File: src/rtl/irc_pkg.sv
package irc_pkg;
  localparam int DATA_W   = 32;
  localparam int CMD_OFF  = 'h18;
  localparam int STAT_OFF = 'h1C;
  localparam int TADR_OFF = 'h20;
  // Bit positions decoded by software on both command and status words
  localparam int EN_BIT   = 25;
  localparam int PTR_BIT  = 24;
  localparam int CFI_BIT  = 23;
  localparam int ERR_BIT  = 0;

  typedef struct packed {
    logic ptrLoad;
    logic cfiLoad;
    logic cfiVal;
  } dpStrobe_t;
endpackage

File: src/rtl/irc_ctrl.sv
module irc_ctrl
  import irc_pkg::*;
(
  input  logic      clk,
  input  logic      rstN,
  input  logic      cmdWr,
  input  logic      cmdEn,
  input  logic      cmdPtr,
  input  logic      cmdCfi,
  input  logic      ptrStat,
  input  logic      cntIdle,
  output dpStrobe_t strobe,
  output logic      remapEn,
  output logic      errFlag
);
  logic pending;
  logic ptrOk;

  assign ptrOk = ptrStat | cmdPtr;

  always_comb begin
    strobe.ptrLoad = cmdWr & cmdPtr;
    strobe.cfiLoad = cmdWr;
    strobe.cfiVal  = cmdCfi;
  end

  always_ff @(posedge clk or negedge rstN) begin
    if (!rstN) begin
      pending <= 1'b0;
      remapEn <= 1'b0;
      errFlag <= 1'b0;
    end else if (cmdWr) begin
      if (cmdEn == remapEn) begin
        pending <= 1'b0;
      end else if (cmdEn && !ptrOk) begin
        errFlag <= 1'b1;
        pending <= 1'b0;
      end else begin
        pending <= 1'b1;
      end
    end else if (pending && cntIdle) begin
      remapEn <= ~remapEn;
      pending <= 1'b0;
    end
  end
endmodule

File: src/rtl/irc_datapath.sv
module irc_datapath
  import irc_pkg::*;
#(
  parameter int ADDR_W = 8,
  parameter int PTR_W  = 32,
  parameter int CNT_W  = 4
) (
  input  logic              clk,
  input  logic              rstN,
  input  logic              busWr,
  input  logic [ADDR_W-1:0] busAddr,
  input  logic [DATA_W-1:0] busWdata,
  output logic [DATA_W-1:0] busRdata,
  input  dpStrobe_t         strobe,
  input  logic              irqAccept,
  input  logic              irqComplete,
  input  logic              extMode,
  input  logic              remapEn,
  input  logic              errFlag,
  output logic [PTR_W-1:0]  activePtr,
  output logic [PTR_W-1:0]  tableAddr,
  output logic              ptrStat,
  output logic              cfiStat,
  output logic [CNT_W-1:0]  inflightCnt,
  output logic              cntIdle,
  output logic              compatPass
);
  localparam logic [CNT_W-1:0] CNT_MAX = {CNT_W{1'b1}};

  logic tadrWr;
  logic cntInc;
  logic cntDec;
  logic [DATA_W-1:0] statWord;

  assign tadrWr = busWr && (busAddr == ADDR_W'(TADR_OFF));
  assign cntInc = irqAccept && !irqComplete && (inflightCnt != CNT_MAX);
  assign cntDec = irqComplete && !irqAccept && (inflightCnt != '0);
  assign cntIdle = (inflightCnt == '0) && !irqAccept;

  always_ff @(posedge clk or negedge rstN) begin
    if (!rstN) begin
      tableAddr <= '0;
    end else if (tadrWr) begin
      tableAddr <= busWdata[PTR_W-1:0];
    end
  end

  always_ff @(posedge clk or negedge rstN) begin
    if (!rstN) begin
      activePtr <= '0;
      ptrStat   <= 1'b0;
    end else if (strobe.ptrLoad) begin
      activePtr <= tableAddr;
      ptrStat   <= 1'b1;
    end
  end

  always_ff @(posedge clk or negedge rstN) begin
    if (!rstN) begin
      cfiStat <= 1'b0;
    end else if (strobe.cfiLoad) begin
      cfiStat <= strobe.cfiVal;
    end
  end

  always_ff @(posedge clk or negedge rstN) begin
    if (!rstN) begin
      inflightCnt <= '0;
    end else if (cntInc) begin
      inflightCnt <= inflightCnt + 1'b1;
    end else if (cntDec) begin
      inflightCnt <= inflightCnt - 1'b1;
    end
  end

  always_comb begin
    statWord          = '0;
    statWord[EN_BIT]  = remapEn;
    statWord[PTR_BIT] = ptrStat;
    statWord[CFI_BIT] = cfiStat;
    statWord[ERR_BIT] = errFlag;
  end

  always_comb begin
    if (busAddr == ADDR_W'(STAT_OFF)) begin
      busRdata = statWord;
    end else if (busAddr == ADDR_W'(TADR_OFF)) begin
      busRdata = DATA_W'(tableAddr);
    end else begin
      busRdata = '0;
    end
  end

  assign compatPass = !remapEn | (!extMode & cfiStat);
endmodule

File: src/rtl/irq_remap_cmd_ctrl.sv
module irq_remap_cmd_ctrl
  import irc_pkg::*;
#(
  parameter int ADDR_W = 8,
  parameter int PTR_W  = 32,
  parameter int CNT_W  = 4
) (
  input  logic              clk,
  input  logic              rstN,
  input  logic              busWr,
  input  logic [ADDR_W-1:0] busAddr,
  input  logic [31:0]       busWdata,
  output logic [31:0]       busRdata,
  input  logic              irqAccept,
  input  logic              irqComplete,
  input  logic              extMode,
  output logic              remapEn,
  output logic [PTR_W-1:0]  activePtr,
  output logic              compatPass
);
  dpStrobe_t        strobe;
  logic             cmdWr;
  logic             ptrStat;
  logic             cfiStat;
  logic             cntIdle;
  logic             errFlag;
  logic [PTR_W-1:0] tableAddr;
  logic [CNT_W-1:0] inflightCnt;

  assign cmdWr = busWr && (busAddr == ADDR_W'(CMD_OFF));

  irc_ctrl u_ctrl (
    .clk     (clk),
    .rstN    (rstN),
    .cmdWr   (cmdWr),
    .cmdEn   (busWdata[EN_BIT]),
    .cmdPtr  (busWdata[PTR_BIT]),
    .cmdCfi  (busWdata[CFI_BIT]),
    .ptrStat (ptrStat),
    .cntIdle (cntIdle),
    .strobe  (strobe),
    .remapEn (remapEn),
    .errFlag (errFlag)
  );

  irc_datapath #(.ADDR_W(ADDR_W), .PTR_W(PTR_W), .CNT_W(CNT_W)) u_dp (
    .clk         (clk),
    .rstN        (rstN),
    .busWr       (busWr),
    .busAddr     (busAddr),
    .busWdata    (busWdata),
    .busRdata    (busRdata),
    .strobe      (strobe),
    .irqAccept   (irqAccept),
    .irqComplete (irqComplete),
    .extMode     (extMode),
    .remapEn     (remapEn),
    .errFlag     (errFlag),
    .activePtr   (activePtr),
    .tableAddr   (tableAddr),
    .ptrStat     (ptrStat),
    .cfiStat     (cfiStat),
    .inflightCnt (inflightCnt),
    .cntIdle     (cntIdle),
    .compatPass  (compatPass)
  );
endmodule

File: config.mk
export PLATFORM = sky130hd
export DESIGN_NAME = irq_remap_cmd_ctrl
export DESIGN_NICKNAME = d
export VERILOG_FILES = /design/src/rtl/irc_pkg.sv /design/src/rtl/irc_ctrl.sv /design/src/rtl/irc_datapath.sv /design/src/rtl/irq_remap_cmd_ctrl.sv
export SDC_FILE = /design/constraint.sdc
export NUM_CORES = 1
export LEC_CHECK = 0
export BUFFER_PORTS_ARGS = -buffer_cell sky130_fd_sc_hd__buf_4
export CAP_MARGIN = 20
export CELL_PAD_IN_SITES_DETAIL_PLACEMENT = 1
export CELL_PAD_IN_SITES_GLOBAL_PLACEMENT = 1
export CORE_MARGIN = 3
export CORE_UTILIZATION = 40
export DETAILED_ROUTE_END_ITERATION = 6
export PLACE_DENSITY = 0.78
export SLEW_MARGIN = 30
export SYNTH_ARGS = -nofsm -noshare
export SYNTH_HDL_FRONTEND = slang
export SYNTH_HIERARCHICAL = 1
export SYNTH_SLANG_ARGS = --single-unit
File: constraint.sdc
create_clock -name clk -period 2.3 [get_ports clk]
set_clock_uncertainty 0.05 [all_clocks]
set_input_delay 0.46 -clock clk [delete_from_list [all_inputs] [get_ports clk]]
set_output_delay 0.46 -clock clk [all_outputs]
set_load 0.05 [all_outputs]
# Yosys cells after proc, flatten, opt, wreduce, memory -nomap -nowiden
# Index checks and enable logic that the tools add are counted.
# Widths: inputs -> output; s select.
dict set report totals {
  register_bits 73
  word_cells 50
}
dict set report classes {
  addsub 2
  n_eq_ne 5
  n_mux 8
  bitwise_logic 7
  reduce_logical 20
}
# operator n
set op_table {}
lappend op_table {{$mux 32} 2}
lappend op_table {{$eq 8x5->1 const B} 2}
lappend op_table {{$logic_and 1x1->1} 9}
lappend op_table {{$eq 8x6->1 const B} 1}
lappend op_table {{$mux 4} 2}
lappend op_table {{$logic_not 1->1} 5}
lappend op_table {{$add 4x1->4 const B} 1}
lappend op_table {{$logic_not 4->1} 1}
lappend op_table {{$mux 1} 4}
lappend op_table {{$ne 4x4->1 const B} 1}
lappend op_table {{$reduce_bool 2->1} 2}
lappend op_table {{$reduce_bool 4->1} 1}
lappend op_table {{$sub 4x1->4 const B} 1}
lappend op_table {{$not 1->1} 3}
lappend op_table {{$reduce_and 3->1} 1}
lappend op_table {{$and 1x1->1} 2}
lappend op_table {{$or 1x1->1} 2}
lappend op_table {{$reduce_and 2->1} 1}
lappend op_table {{$eq 1x1->1} 1}

# Logic depth before layout (Yosys ltp)
# Gate-level depths: netlist (run 1).
dict set report logic_depth {
  word_depth 6
  depth_mapped 7
  mapped_depth_nobuf 7
}

# Hierarchy
# The synthesis (run 1) kept the hierarchy.
# module n_inst cells_per_inst area_each_um2 seq_area_each_um2
set modules_own_cells {}
lappend modules_own_cells {irc_datapath 1 207 3105.5 1751.7}
lappend modules_own_cells {irc_ctrl 1 17 166.4 75.1}
lappend modules_own_cells {irq_remap_cmd_ctrl 1 3 25.0 0.0}

# Least setup slack after synthesis (run 1)
# Ideal clock, no wire load.
dict set report synth_timing {
  kind {input-to-output}
  start {input busAddr[1]}
  end {output busRdata[10]}
  arrival_ns 1.929
  setup_slack_ns -0.139
  cell_stages 5
  path_buffers 2
  path_cell_list {or4_4 > nor2b_4 > buf_2 > clkbuf_2 > and2_1}
}
dict set report synth_via {
  elab_chain_len 3
  elab_cells_between_ends 4
}
# element line
set synth_lines {}
lappend synth_lines {{start, declared} irq_remap_cmd_ctrl.sv:11} ;# input logic [ADDR_W-1:0] busAddr,
lappend synth_lines {{$eq 8x6->1} irc_datapath.sv:87} ;# end else if (busAddr == ADDR_W'(TADR_OFF)) begin
lappend synth_lines {{$mux 32} irc_datapath.sv:87}
lappend synth_lines {{$mux 32 (*)} irc_datapath.sv:85} ;# if (busAddr == ADDR_W'(STAT_OFF)) begin
lappend synth_lines {{end, declared} irq_remap_cmd_ctrl.sv:13} ;# output logic [31:0] busRdata,
# Every way passes the cells marked *; elsewhere a longest branch is shown, timed or not.

# Final worst setup path (run 1)
dict set report layout_timing {
  start {input busAddr[1]}
  end {output busRdata[1]}
}
# Same word-level chain as after synthesis.

==> reports/summary.md, run 1 <==
### Status
* **outcome** finished with violations
* **violated checks** setup timing

### Logic synthesis
* **nets in the synthesized netlist** 276
* **sequential share of the synthesized area** 0.554
* **Post-synth EDFFs** 0
* **mean cell area of the mapped netlist** 14.5 sq um
* **synthesized flop and latch total** 73
* **cells after synthesis** 227
* **number of different library cells in the post-synthesis netlist** 36
* **Mapped Area** 3300 sq um
* **asr flop ratio synth** 1.00
* **Synth Warn #** 6
* **Most used DFF post-synth** dfrtp_1

### Final layout
* **final design utilization** 0.598
* **layout cell share with drive strength beyond 1** 0.651
* **number of nets in the final layout** 395
* **synthesis-to-finish area growth** 42.3%
* **ANT cells** 0

### Clock tree
* **clk sink count** 73
* **CTS clock-pin slew for the worst setup and hold paths** 0.08 ns
* **number of buffers inserted during clock tree synthesis** 9
* **clock tree from TritonCTS** built
* **root buffer selected by CTS** clkbuf_8
* **clock buffer depth** 2
* **Worst-Skew Late Latency** 0.33 ns
* **number of H-tree levels** 3
* **number of buffers inserted by hold repair at cts** 0

### Power
* **Pleak** 0.00250 uW
* **total power per unit cell area** 651 nW/um^2
* **worst ir drop on vdd** 324 uV

### GRT
* **total routing resource utilization after global routing** 0.182
* **Overflow after GRT** 0
* **largest net degree at the start of global routing** 44
* **via count of the first global-routing pass** 2648
* **wire length of the first global-routing pass** 13.6 mm
* **initial antenna violation count** 0

### Worst setup path
* **crit path kind** in -> out
* **Critical Path Source Type** input pin
* **crit-path max FO** 29
* **CP endpoint kind** primary output
* **Data required, critical path** 1.79 ns
* **critical path data arrival time** 1.80 ns

### STA
* **final clock period utilization by the worst path** 1.00
* **achievable clock frequency** 433 MHz
* **number of hold-slack violations in the final timing report** 0
* **count of final max-slew check failures** 0
* **setup TNS** -0.0134 ns
* **# setup viols final** 2
* **RSZ-0062 raised after global routing** true
* **slew at the pin closest to its max-slew limit** 0.419 ns
* **time the final worst path needs with I/O delays and setup** 2.31 ns
* **Max transition margin** 0.721
* **final setup margin** -0.00926 ns

### Job
* **MaxCap Viol Count** 0

### Detailed routing
* **final wirelength** 8.20 mm
* **average routed wire per standard cell** 18.1 um
* **overall via count from detail_route** 2240
* **drc violations** 0
* **Pre-antenna DRT Iters** 4
* **remaining antenna violation count** 0
* **via-per-instance ratio** 4.96
* **number of design-rule violations left by the first detailed-router iteration** 63

### Floorplan
* **starting utilization of the core area** 0.420
* **die area** 9370 sq um
* **Top-Level Pins** 112
* **area of the core** 7850 sq um
* **Die H** 96.8 um
* **number of standard-cell rows in the floorplan** 32
* **Die W** 96.8 um

### Place
* **final RePlAce weighted congestion** 0.775
* **IO Port Bufs** 111
* **total half-perimeter wirelength after legalization and detailed placement** 6.00 mm

### Min path
* **type of the worst min-delay path** in -> async

-- repair_timing --
item,in CTS,in global routing
cloned,0,0
buffers inserted,0,0
hold endpoints to repair,0,0
setup endpoints to repair,28,28
resized for setup,28,6
-- cells in the mapped netlist, types with 2 or more instances --
cell,n,area (sq um)
nand2_1,4,15.0
ha_1,2,25.0
clkbuf_2,2,10.0
a21oi_1,2,10.0
clkbuf_1,4,15.0
and4b_1,2,20.0
dfrtp_1,73,1830
xor2_1,4,35.0
buf_4,2,15.0
a22oi_1,4,30.0
nor2_1,7,26.3
buf_6,3,33.8
mux2_2,36,405
mux2_4,30,450
o21ai_0,2,10.0
inv_1,2,7.51
and2_1,29,181
-- critical path, stage by stage --
cell     delay, ns
buf_4         0.11
or4_4         0.55
nor2b_4       0.15
buf_12        0.17
and2_1        0.17
buf_6         0.16
-- path summary, 6_finish.rpt --
kind	start	slack (ns)	cells past startpoint	endpoint
setup reg to reg	u_dp/inflightCnt[1]	0.30	7	u_dp/inflightCnt[3]
hold reg to reg	u_ctrl/errFlag	0.45	1	u_ctrl/errFlag
setup / recovery	busAddr[1]	-0.009	6	busRdata[1]
max in group asynchronous	rstN	1.63	2	u_dp/tableAddr[17]
hold / removal	rstN	0.01	1	u_dp/inflightCnt[3]
min in group clk	busWdata[30]	0.30	2	u_dp/tableAddr[30]
-- per-stage QoR --
stage / instances / area, sq um / worst slack (ns) / power (uW) / hold slack, ns
after floorplan: 227 / 3320 / -0.0100 / 1680 / 0.114
after global routing: 452 / 4690 / -0.0544 / 3200 / 0.0185
after CTS: 452 / 4670 / -0.0207 / 3100 / 0.00600
after global placement: 437 / 4320 / -0.0121 / 1830 / 0.377
final: 452 / 4690 / -0.00926 / 3050 / 0.00956
after detailed placement: 437 / 4320 / -0.0392 / 1860 / 0.378
-- layer usage --
layer  track usage  part of all wire
met1         0.217              0.41
met2         0.311              0.51
met3        0.0649             0.072
met4        0.0518            0.0077
met5             0                 0
-- where the power goes --
part           total [uW]  switching [uW]  internal (uW)
combinational         387             180            207
clock                1220             476            745
sequential           1450            85.8           1360
total                3050             742           2310
-- logic make-up (layout without fill, tap and decap cells) --
kind of cell / count (synthesis) / after routing / synth area share
DFF: 73 / 73 / 0.554
adders and majority gates: 3 / 3 / 0.0137
xor gates and xnor gates: 4 / 4 / 0.0106
buffers and inverters: 14 / 137 / 0.0262
AOI/OAI and AO/OA: 13 / 13 / 0.0281
muxes: 67 / 67 / 0.263
and+or+nand+nor: 53 / 53 / 0.105
-- final cells by class --
cell class,instances,area [sq um]
inverters,2,7.51
clock buffers,10,138
repair buffers,120,1080
flip-flops and latches,73,1830
fillers,810,3160
clock inverters,5,104
well taps,102,128
multi-input cells,140,1410
-- layout by cell type (no fill, tap or decap), types with 2 or more instances in the layout --
cell       Yosys  final
and2_1        29      9
and4b_1        2      2
buf_6          3     22
dfrtp_1       73     73
mux2_4        30     30
ha_1           2      2
buf_12         0      4
clkbuf_8       0     10
mux2_2        36     36
nand2_1        4      4
a22oi_1        4      4
and2_2         0     20
bufinv_16      0      3
buf_4          2     88
o21ai_0        2      2
xor2_1         4      4
inv_1          2      2
a21oi_1        2      2
nor2_1         7      7
buf_8          0      6
-- registers in the layout (all words and copies together), names as in the netlist --
signal            cells
u_dp/tableAddr       32
u_ctrl/remapEn        1
u_dp/activePtr       32
u_dp/cfiStat          1
u_ctrl/pending        1
u_ctrl/errFlag        1
u_dp/ptrStat          1
u_dp/inflightCnt      4
No activity file was read; power rests on OpenSTA's default activity.
==> inputs of run 2 (changes only) <==
REMOVE_ABC_BUFFERS = 1   (was unset)
==> run 2 against run 1 <==
The run now ends clean. Power down 3.0%. Critical path type unchanged. Largest power group unchanged. Core utilization is 0.27 points lower. Global-route usage shrank 0.57 points.
==> reports/summary.md, run 2 (synthesis gave the netlist of run 1 again) <==
### Job
* **MaxCap Viol Count** 0

### Final layout
* **commonest cells after routing, fill and taps aside** buf_4 (85), dfrtp_1 (73), mux2_2 (36), mux2_4 (30), buf_6 (28)
* **leading cell type in the layout, fill and taps excluded** buf_4
* **number of nets in the final layout** 395
* **ANT cells** 0
* **synthesis-to-finish area growth** 41.6%
* **layout cell share with drive strength beyond 1** 0.604
* **largest registers** u_dp/activePtr (32), u_dp/tableAddr (32), u_dp/inflightCnt (4)

### STA
* **RSZ-0062 raised after global routing** true
* **final setup margin** 0.0167 ns
* **number of hold-slack violations in the final timing report** 0
* **achievable clock frequency** 438 MHz
* **slew at the pin closest to its max-slew limit** 0.490 ns
* **count of final max-slew check failures** 0
* **Max transition margin** 0.673
* **final clock period utilization by the worst path** 0.993
* **# setup viols final** 0
* **time the final worst path needs with I/O delays and setup** 2.28 ns

### Detailed routing
* **final wirelength** 8.01 mm
* **via-per-instance ratio** 4.94
* **remaining antenna violation count** 0
* **overall via count from detail_route** 2238
* **drc violations** 0
* **Pre-antenna DRT Iters** 3
* **number of design-rule violations left by the first detailed-router iteration** 45
* **average routed wire per standard cell** 17.7 um

### Clock tree
* **number of H-tree levels** 3
* **root buffer selected by CTS** clkbuf_8
* **number of buffers inserted during clock tree synthesis** 9
* **clock tree from TritonCTS** built
* **clock buffer depth** 2
* **Worst-Skew Late Latency** 0.33 ns
* **clk sink count** 73
* **count of buffers added by post-CTS timing repair for setup** 0
* **CTS clock-pin slew for the worst setup and hold paths** 0.07 ns

### Floorplan
* **die area** 9370 sq um
* **number of standard-cell rows in the floorplan** 32
* **Die H** 96.8 um
* **Die W** 96.8 um
* **area of the core** 7850 sq um
* **starting utilization of the core area** 0.420
* **Top-Level Pins** 112

### Place
* **Setup WS pre-CTS** -0.0168 ns
* **total half-perimeter wirelength after legalization and detailed placement** 5.74 mm
* **final RePlAce weighted congestion** 0.806
* **IO Port Bufs** 111

### GRT
* **initial antenna violation count** 0
* **total routing resource utilization after global routing** 0.176
* **Overflow after GRT** 0
* **largest net degree at the start of global routing** 39
* **via count of the first global-routing pass** 2535
* **wire length of the first global-routing pass** 13.3 mm

### Worst setup path
* **crit path kind** in -> out
* **chain of cells forming the critical path** buf_4 -> or4_4 -> nor2b_4 -> buf_12 -> and2_1 -> buf_6
* **Critical Path Slowest Stage Cell** or4_4
* **critical path data arrival time** 1.77 ns
* **CP endpoint kind** primary output
* **Critical Path Source Type** input pin
* **worst stage delay on the critical path** 0.53 ns
* **crit-path max FO** 29
* **Data required, critical path** 1.79 ns
* **kind of cell adding the most delay to the critical path** simple AND/OR/NAND/NOR gates
* **worst path buffer plus inverter count** 3

### Power
* **worst ir drop on vdd** 379 uV
* **total power of the final layout** 2960 uW
* **total power per unit cell area** 634 nW/um^2
* **Pleak** 0.00249 uW

### Min path
* **type of the worst min-delay path** in -> async

### Status
* **outcome** finished, final reports clean

## run 2: worst paths after layout
check,startpoint,end,slack (ns),cells past startpoint
worst max register to register,u_dp/inflightCnt[1],u_dp/inflightCnt[3],0.29,7
worst min register to register,u_ctrl/errFlag,u_ctrl/errFlag,0.42,1
max in group asynchronous,rstN,u_dp/tableAddr[30],1.58,2
worst max-delay path,busAddr[0],busRdata[10],0.02,6
worst min-delay path,rstN,u_dp/tableAddr[21],0.04,1
min in group clk,busWdata[20],u_dp/tableAddr[20],0.30,2
## run 2: area by class of cell
class,count,area (sq um)
clock inverters,5,77.6
repair buffers,120,1090
well taps,102,128
multi-input cells,140,1390
flip-flops and latches,73,1830
inverters,2,7.51
fillers,820,3180
clock buffers,11,151
## run 2: timing repair
item | 4_1_cts | 5_1_grt
resized for setup | 25 | 7
hold buffers | 0 | 0
pin swaps | 0 | 1
setup endpoints to repair | 25 | 28
endpoints found under the hold margin | 0 | 0
## run 2: per-layer routing
layer | vias up | GRT usage | wire length (um)
met4 | 0 | 0.0648 | 126
met5 | - | 0 | 0
met1 | 1124 | 0.218 | 3390
met2 | 76 | 0.278 | 3830
li1 | 1026 | - | -
met3 | 12 | 0.0714 | 668
## run 2: report_power, final
group	total, uW	internal (uW)	leakage, uW	switching [uW]
combinational	388	207	0.00137	181
sequential	1450	1360	0.00100	89.7
clock	1120	666	0.000115	457
## run 2: stage by stage
| stage | area, sq um | setup TNS (ns) | util | hold WS [ns] | cells |
|---|---|---|---|---|---|
| 2_1_floorplan | 3220 | -5.31 | - | 0.114 | 215 |
| 3_3_place_gp | 4320 | -0.0380 | 0.551 | 0.397 | 437 |
| 3_5_place_dp | 4320 | -0.0978 | 0.551 | 0.404 | 437 |
| 4_1_cts | 4650 | -0.0112 | 0.592 | 0.0360 | 453 |
| 5_1_grt | 4670 | -0.307 | 0.595 | 0.0602 | 453 |
| 6_report | 4670 | 0 | 0.595 | 0.0412 | 453 |
## run 2: worst register-to-register path: cells and delay by family (launching register included)
kind,cells,cell delay (ns)
AOI/OAI and AO/OA,3,0.58
DFF,1,0.45
adders and majority gates,1,0.31
muxes,1,0.24
and+or+nand+nor,1,0.16
xor gates and xnor gates,1,0.15
